## config.mk

```make
export PLATFORM = sky130hd
export DESIGN_NAME = pio_bank
export DESIGN_NICKNAME = d
export VERILOG_FILES = /design/src/rtl/pio_pkg.sv /design/src/rtl/pio_decode.sv /design/src/rtl/pio_regs.sv /design/src/rtl/pio_sync.sv /design/src/rtl/pio_rdmux.sv /design/src/rtl/pio_bank.sv
export SDC_FILE = /design/constraint.sdc
export NUM_CORES = 1
export LEC_CHECK = 0
export BUFFER_PORTS_ARGS = -buffer_cell sky130_fd_sc_hd__buf_2
export CORE_MARGIN = 1.5
export CORE_UTILIZATION = 53
export CTS_BUF_LIST = sky130_fd_sc_hd__clkbuf_16
export DETAILED_ROUTE_END_ITERATION = 8
export GPL_ROUTABILITY_DRIVEN = 1
export HOLD_SLACK_MARGIN = 0.12
export PLACE_DENSITY = 0.83
export SLEW_MARGIN = 10
export SYNTH_ARGS = -nofsm -noshare
export SYNTH_HDL_FRONTEND = slang
export SYNTH_SLANG_ARGS = --single-unit
```

## constraint.sdc

```tcl
create_clock -name clk -period 1.48 [get_ports clk]
set_input_delay 0.148 -clock clk [delete_from_list [all_inputs] [get_ports clk]]
set_output_delay 0.148 -clock clk [all_outputs]
set_load 0.02 [all_outputs]
```

## src/rtl/pio_pkg.sv

```systemverilog
package pio_pkg;

    localparam int unsigned REG_IDX_W = 3;

    typedef enum logic [REG_IDX_W-1:0] {
        RG_LEVEL = 3'd0,
        RG_RAISE = 3'd1,
        RG_DROP  = 3'd2,
        RG_FLIP  = 3'd3,
        RG_SENSE = 3'd4,
        RG_DRIVE = 3'd5,
        RG_VOID6 = 3'd6,
        RG_VOID7 = 3'd7
    } pio_reg_e;

    typedef enum logic [1:0] {
        RS_ZERO  = 2'd0,
        RS_LEVEL = 2'd1,
        RS_SENSE = 2'd2,
        RS_DRIVE = 2'd3
    } pio_rsel_e;

    typedef struct packed {
        logic ld_level;
        logic raise;
        logic drop;
        logic flip;
        logic ld_drive;
    } pio_wr_t;

    function automatic pio_wr_t wr_decode(input logic we, input pio_reg_e r);
        pio_wr_t w;
        w = '0;
        if (we) begin
            unique case (r)
                RG_LEVEL: w.ld_level = 1'b1;
                RG_RAISE: w.raise    = 1'b1;
                RG_DROP:  w.drop     = 1'b1;
                RG_FLIP:  w.flip     = 1'b1;
                RG_DRIVE: w.ld_drive = 1'b1;
                default:  w = '0;
            endcase
        end
        return w;
    endfunction

    function automatic pio_rsel_e rd_decode(input logic re, input pio_reg_e r);
        pio_rsel_e s;
        s = RS_ZERO;
        if (re) begin
            unique case (r)
                RG_LEVEL: s = RS_LEVEL;
                RG_SENSE: s = RS_SENSE;
                RG_DRIVE: s = RS_DRIVE;
                default:  s = RS_ZERO;
            endcase
        end
        return s;
    endfunction

endpackage

```

## src/rtl/pio_decode.sv

```systemverilog
module pio_decode
    import pio_pkg::*;
#(
    parameter int unsigned AW = 3
) (
    input  logic          we,
    input  logic          re,
    input  logic [AW-1:0] addr,
    output pio_wr_t       wr,
    output pio_rsel_e     rsel
);

    logic     hi_zero;
    pio_reg_e idx;

    generate
        if (AW > REG_IDX_W) begin : g_wide
            assign hi_zero = (addr[AW-1:REG_IDX_W] == '0);
        end else begin : g_narrow
            assign hi_zero = 1'b1;
        end
    endgenerate

    always_comb begin
        idx = hi_zero ? pio_reg_e'(addr[REG_IDX_W-1:0]) : RG_VOID7;
    end

    always_comb begin
        wr   = wr_decode(we, idx);
        rsel = rd_decode(re, idx);
    end

endmodule

```

## src/rtl/pio_regs.sv

```systemverilog
module pio_regs
    import pio_pkg::*;
#(
    parameter int unsigned N = 32
) (
    input  logic         clk,
    input  logic         rst,
    input  pio_wr_t      wr,
    input  logic [N-1:0] wdata,
    output logic [N-1:0] level_q,
    output logic [N-1:0] drive_q
);

    logic [N-1:0] level_d;
    logic [N-1:0] drive_d;

    always_comb begin
        level_d = level_q;
        unique case (1'b1)
            wr.ld_level: level_d = wdata;
            wr.raise:    level_d = level_q | wdata;
            wr.drop:     level_d = level_q & ~wdata;
            wr.flip:     level_d = level_q ^ wdata;
            default:     level_d = level_q;
        endcase
    end

    always_comb begin
        drive_d = wr.ld_drive ? wdata : drive_q;
    end

    always_ff @(posedge clk) begin
        if (rst) begin
            level_q <= '0;
            drive_q <= '0;
        end else begin
            level_q <= level_d;
            drive_q <= drive_d;
        end
    end

endmodule

```

## src/rtl/pio_sync.sv

```systemverilog
module pio_sync #(
    parameter int unsigned N      = 32,
    parameter int unsigned STAGES = 2
) (
    input  logic         clk,
    input  logic         rst,
    input  logic [N-1:0] d,
    output logic [N-1:0] q
);

    logic [N-1:0] stg [STAGES];

    generate
        for (genvar i = 0; i < STAGES; i++) begin : g_stage
            if (i == 0) begin : g_first
                always_ff @(posedge clk) begin
                    if (rst) stg[i] <= '0;
                    else     stg[i] <= d;
                end
            end else begin : g_next
                always_ff @(posedge clk) begin
                    if (rst) stg[i] <= '0;
                    else     stg[i] <= stg[i-1];
                end
            end
        end
    endgenerate

    assign q = stg[STAGES-1];

endmodule

```

## src/rtl/pio_rdmux.sv

```systemverilog
module pio_rdmux
    import pio_pkg::*;
#(
    parameter int unsigned N = 32
) (
    input  pio_rsel_e    rsel,
    input  logic [N-1:0] level_q,
    input  logic [N-1:0] drive_q,
    input  logic [N-1:0] sense,
    output logic [N-1:0] rdata
);

    always_comb begin
        unique case (rsel)
            RS_LEVEL: rdata = level_q;
            RS_SENSE: rdata = sense;
            RS_DRIVE: rdata = drive_q;
            default:  rdata = '0;
        endcase
    end

endmodule

```

## src/rtl/pio_bank.sv

```systemverilog
module pio_bank
    import pio_pkg::*;
#(
    parameter int unsigned N  = 32,
    parameter int unsigned AW = 3
) (
    input  logic          clk,
    input  logic          rst,
    input  logic          bus_we,
    input  logic          bus_re,
    input  logic [AW-1:0] bus_addr,
    input  logic [N-1:0]  bus_wdata,
    output logic [N-1:0]  bus_rdata,
    input  logic [N-1:0]  pin_in,
    output logic [N-1:0]  pin_out,
    output logic [N-1:0]  pin_oe
);

    localparam int unsigned SYNC_STAGES = 2;

    pio_wr_t      wr;
    pio_rsel_e    rsel;
    logic [N-1:0] level_q;
    logic [N-1:0] drive_q;
    logic [N-1:0] sense;

    pio_decode #(.AW(AW)) u_dec (
        .we   (bus_we),
        .re   (bus_re),
        .addr (bus_addr),
        .wr   (wr),
        .rsel (rsel)
    );

    pio_regs #(.N(N)) u_regs (
        .clk     (clk),
        .rst     (rst),
        .wr      (wr),
        .wdata   (bus_wdata),
        .level_q (level_q),
        .drive_q (drive_q)
    );

    pio_sync #(.N(N), .STAGES(SYNC_STAGES)) u_sync (
        .clk (clk),
        .rst (rst),
        .d   (pin_in),
        .q   (sense)
    );

    pio_rdmux #(.N(N)) u_rd (
        .rsel    (rsel),
        .level_q (level_q),
        .drive_q (drive_q),
        .sense   (sense),
        .rdata   (bus_rdata)
    );

    assign pin_out = level_q;
    assign pin_oe  = drive_q;

endmodule

```

# --- After elaboration in Yosys (flattened, before gate mapping) ---
# Memory sizes are Yosys's and may differ from the RTL's.
# Cells that the tools add are included.
classes:
  reduce_logical: 2
  n_eq_ne: 8
  n_bitwise: 6
  mux: 15
ops:
  columns: ["operator", "n"]
  rows:
  - ["$pmux W32 S4", 1]
  - ["$pmux W32 S3", 1]
  - ["$mux W32", 2]
  - ["$and A32 B32 Y32", 1]
  - ["$not A32 Y32", 1]
  - ["$or A32 B32 Y32", 1]
  - ["$xor A32 B32 Y32", 1]
  - ["$mux W1", 8]
  - ["$eq A3 B2 Y1 const B", 2]
  - ["$eq A3 B3 Y1 const B", 2]
  - ["$pmux W2 S3", 1]
  - ["$mux W5", 1]
  - ["$eq A2 B2 Y1 const B", 2]
  - ["$reduce_bool A4 Y1", 1]
  - ["$eq A3 B1 Y1 const B", 1]
  - ["$logic_not A3 Y1", 1]
  - ["$eq A2 B1 Y1 const B", 1]
  - ["$mux W2", 1]
  - ["$or A1 B1 Y1", 2]
totals:
  ff_bits: 64
  inputBits: 71
  output_inout_bits: 96
  n_memories: 1
  ram_bits: 64
  word_cells: 34
memory_table:
  columns: ["name", "words", "word_bits", "read_ports", "rd_ports_with_merged_regs", "wr", "line_no", "rtl"]
  rows:
  - ["u_sync.stg", 2, 32, 2, 0, 2, "pio_sync.sv:11", "logic [N-1:0] stg [STAGES];"]

# --- Depth between registers and ports, before layout ---
logic_depth:
  ltp_word: 5
  mapped_depth: 6
  depth_no_buf: 5

# --- Cells and area by module ---
# A second synthesis with hierarchy kept.
unflattened:
  hier_cells: 634
  area_unflattened_um2: 6800.3
by_module_without_submodules:
  columns: ["mod", "instances", "seq_area_each_um2", "area_per_inst_um2", "cells_per_inst"]
  rows:
  - ["pio_regs", 1, 1281.2, 3890.0, 414]
  - ["pio_sync", 1, 1281.2, 1918.1, 135]
  - ["pio_rdmux", 1, 0.0, 899.6, 77]
  - ["pio_decode", 1, 0.0, 92.6, 8]

# --- Worst setup path after synthesis ---
# No wires, ideal clock.
synth_path:
  path_type: "register to register"
  startpoint: "register u_regs.level_q[10]"
  endpoint: "register u_regs.level_q[10]"
  required_time_ns: 1.340
  slack_ns: 0.176
  setup_time_ns: 0.140
  path_buffers: 0
  period_less_slack_ns: 1.304
  stages_incl_launch_ff: 6
  t_arrival_ns: 1.164
  cell_sequence: "dfxtp_1 inv_1 ha_1 and2_1 o21ai_0 a31oi_1"
synth_between:
  elab_chain_len: 2
  elab_cells_between_ends: 4
  cone_classes: "mux: 1; bitwise: 3"
synth_lines:
  columns: ["element", "line_no", "rtl"]
  rows:
  - ["from (decl)", "pio_regs.sv:10", "output logic [N-1:0] level_q,"]
  - ["from (signal assigned)", "pio_regs.sv:37", "level_q <= level_d;"]
  - ["$xor A32 B32 Y32, or another cell as far along", "pio_regs.sv:23", "wr.flip: level_d = level_q ^ wdata;"]
  - ["$pmux W32 S4 *", "pio_regs.sv:19", "unique case (1'b1)"]
# Every way passes the cells marked *; elsewhere a longest branch is shown, timed or not.
# A chain may end at the register's enable or synchronous reset.

# --- Worst setup path after layout ---
layout_path:
  startpoint: "register u_regs.level_q[23]"
  endpoint: "output port bus_rdata[23]"
layout_between:
  elab_chain_len: 1
layout_lines:
  columns: ["element", "line_no", "rtl"]
  rows:
  - ["$pmux W32 S3", "pio_rdmux.sv:14", "unique case (rsel)"]
  - ["to (decl)", "pio_bank.sv:13", "output logic [N-1:0] bus_rdata,"]
# Every way passes these cells.

==> flow_metrics.py <==
metrics = {
    "status": {
        "run_status": "finished with violations",
        "violations": "setup timing",
    },
    "global_route": {
        "antenna_found_initial": 1,
        "grt_use_total_pct": 30.8,
        "grt_max_degree": 40,
        "overflow": 0,
        "grt_pass1_wl_um": 30600,
        "first_global_vias": 6218,
    },
    "sta": {
        "setup_viol": 11,
        "grt_setup_unrepaired": "yes",
        "fin_worst_skew_ns": 0.00462,
        "period_share_pct": 109,
        "tightest_slew_ns": 0.433,
        "min_period_ns": 1.62,
        "relSlewSlack_pct": 71.1,
        "hold_violations": 0,
        "setup_slack_ns": -0.140,
        "slew_viol_final": 0,
        "tns_ns": -0.445,
        "max_freq_mhz": 617,
    },
    "setup_path": {
        "rr_worst_depth": 6,
        "cp_max_fo": 4,
        "cp_top_family": "compound AO/OA/AOI/OAI gates",
        "critPathLaunchType": "flip-flop",
        "cp.arrival_ns": 1.47,
        "reg2reg_slack_ns": 0.15,
        "crit_chain": "a222oi_1 -> inv_1 -> buf_6",
        "cpPeakStageDelay_ns": 0.41,
        "r2r-start": "u_regs.level_q[0]",
        "cp_slowest_cell": "a222oi_1",
        "end_kind": "primary output",
        "critPathRequiredTime_ns": 1.33,
        "path_buf_inv": 2,
        "crit_type": "reg -> out",
        "r2r_end": "u_regs.level_q[0]",
    },
    "route": {
        "wl_per_cell_um": 18.4,
        "dr_wl_met3_um": 1470,
        "wl_met2_um": 10500,
        "wl_um": 20200,
        "vias": 6244,
        "drtIter0Drc": 534,
        "routed_via_density": 5.68,
        "drc": 0,
        "first_pass_iters": 9,
        "antenna_left": 0,
        "wl_met1_um": 7310,
        "routed.top_layer": "met4",
    },
    "layout": {
        "fillers": 710,
        "finalNetCount": 1077,
        "post_route_cells_drive_above_1_share_pct": 30.2,
        "stdcell_count": 1099,
        "post-route-util_pct": 78.3,
        "register_area_um2": 2630,
        "syn2layout_area_growth_pct": 42.1,
        "multi_input_area_um2": 3190,
    },
    "placed_design": {
        "place_congestion": 0.840,
        "hpwlAfterDp_um": 11400,
        "port_buffers": 166,
        "place_inst": 990,
        "pre_cts_ws_ns": -0.107,
    },
    "clock_tree": {
        "h-tree-depth": 4,
        "numClockSinks": 128,
        "clock_latency_ns": 0.42,
        "cts_tree": "built",
        "cts_root_buffer": "clkbuf_16",
        "cts_buffers": 17,
        "path_clk_slew_ns": 0.06,
        "clock_path_buffers": 2,
    },
    "yosys": {
        "synth_fp_nets": 830,
        "ys_seq_area_share_pct": 40.1,
        "synthTopCellsByCount": "dfxtp_1 (128), inv_1 (96), nand2_1 (75), ha_1 (64), nor2b_1 (64)",
        "syn_area_um2": 6390,
        "synth.area.top_cells": "dfxtp_1 (40%), ha_1 (13%), nor2b_1 (6.3%)",
        "synth_ff_type": "dfxtp_1",
        "ys_ff_latch": 128,
        "synthArstFlopShare_pct": 0,
        "synth-edff-count": 0,
        "avgSynthCellArea_um2": 9.20,
        "netlist_instances": 695,
        "synth_most_common_cell": "dfxtp_1",
        "yosysUniqueCellTypes": 32,
        "yosys_warnings": 0,
        "yosysTopAreaCell": "dfxtp_1",
        "netlist.area_leader.share_pct": 40.1,
    },
    "worst_hold_path": {
        "hold_start": "bus_addr[0]",
        "min_to": "u_regs.level_q[7]",
        "min_path_cells": 3,
        "hp-class": "in -> reg",
    },
    "power_and_ir_drop": {
        "fin_total_pwr_mw": 9.41,
        "p_leak_nw": 4.38,
        "vdd_drop_max_v": 0.00112,
        "power_density_nw_per_um2": 1040,
    },
    "die": {
        "die_y_um": 113,
        "die_w_um": 113,
        "start_util_pct": 55.1,
        "rows": 39,
        "core_um2": 11600,
        "dieArea_um2": 12700,
        "io-pin-count": 167,
    },
    "job": {
        "drv_cap": 0,
    },
}
==> timing repair <==
item	in CTS	in global routing
setup endpoints to repair	19	32
hold endpoints to repair	93	0
resized for setup	53	46
hold buffers	69	0
setup buffers	11	5
pin swaps	18	23
==> cell type report <==
cell class / count / share of cell area [%]
multi-input combinational: 420 / 35.1
antenna: 1 / 0.0275
clock inverter: 15 / 2.19
tap: 143 / 1.97
inverter: 96 / 3.96
timing repair buffer: 279 / 23.1
sequential: 128 / 28.9
clock buffer: 17 / 4.68
==> worst min-delay path, cell delays in order <==
cell and delay, ns:
clkbuf_4 0.20, o21a_1 0.16, a221oi_2 0.05
==> where the power goes <==
group,leakage [nW],switching [mW],internal [mW]
Clock,0.304,1.51,2.94
Sequential,1.07,0.0996,3.60
Combinational,3.01,0.664,0.597
Total,4.38,2.28,7.14
==> cells by family (layout without fill, tap and decap cells) <==
logic type | count (synthesis) | count (layout) | share of synthesized area (%)
AO/OA/AOI/OAI | 160 | 160 | 19.0
adder cells (fa/ha/maj) | 64 | 64 | 12.5
buffers and inverters | 147 | 407 | 10.2
flip-flops | 128 | 128 | 40.1
multiplexers | 21 | 21 | 3.29
other | 0 | 1 | 0
AND/OR/NAND/NOR | 175 | 175 | 14.9
==> per-layer routing <==
| layer | vias up | track usage [%] |
|---|---|---|
| met2 | 338 | 55.8 |
| li1 | 2877 | - |
| met1 | 2933 | 33.6 |
| met3 | 96 | 7.23 |
| met5 | - | 0 |
| met4 | 0 | 16.0 |
==> how the worst max path moves through the flow <==
stage | start | end | slack (ns) | cells after the start
floorplan | u_regs.level_q[10] | u_regs.level_q[10] | 0.18 | 5
global placement | bus_addr[0] | u_regs.level_q[20] | -0.02 | 5
detailed placement | bus_addr[0] | u_regs.level_q[20] | -0.11 | 5
CTS | u_regs.level_q[29] | bus_rdata[29] | -0.04 | 4
global route | u_regs.level_q[23] | bus_rdata[23] | -0.13 | 3
finish | u_regs.level_q[23] | bus_rdata[23] | -0.14 | 3
==> sequential cells by signal, indices dropped and copies added, names as in the netlist <==
register	cells
u_sync.stg	64
u_regs.drive_q	32
u_regs.level_q	32
==> per-stage QoR <==
| stage | hold WS (ns) | area (µm²) |
|---|---|---|
| final | 0.180 | 9090 |
| after global routing | 0.190 | 9090 |
| after CTS | 0.231 | 8960 |
| after detailed placement | 0.362 | 7490 |
| after global placement | 0.355 | 7490 |
| after floorplan | 0.276 | 6390 |
==> placed cells by master, fill, tap and decap left out, types with 9 or more instances in the layout <==
cell           Yosys  final
buf_2             18    135
inv_1             96     97
dfxtp_1          128     91
nand2_1           75     75
dlygate4sd3_1      0     69
nor2b_1           64     64
ha_1              64     64
a21oi_1           48     48
buf_4              7     44
a222oi_1          32     32
dfxtp_2            0     29
a22oi_1           23     23
buf_6              7     23
mux2i_1           21     21
clkbuf_16          0     17
o22a_1            16     16
and2_1            11     11
nor2_1            11     11
o21ai_0           11     11
a31oi_1           11     11
a221oi_2           9      9
Power figures use the tool's default switching activity.
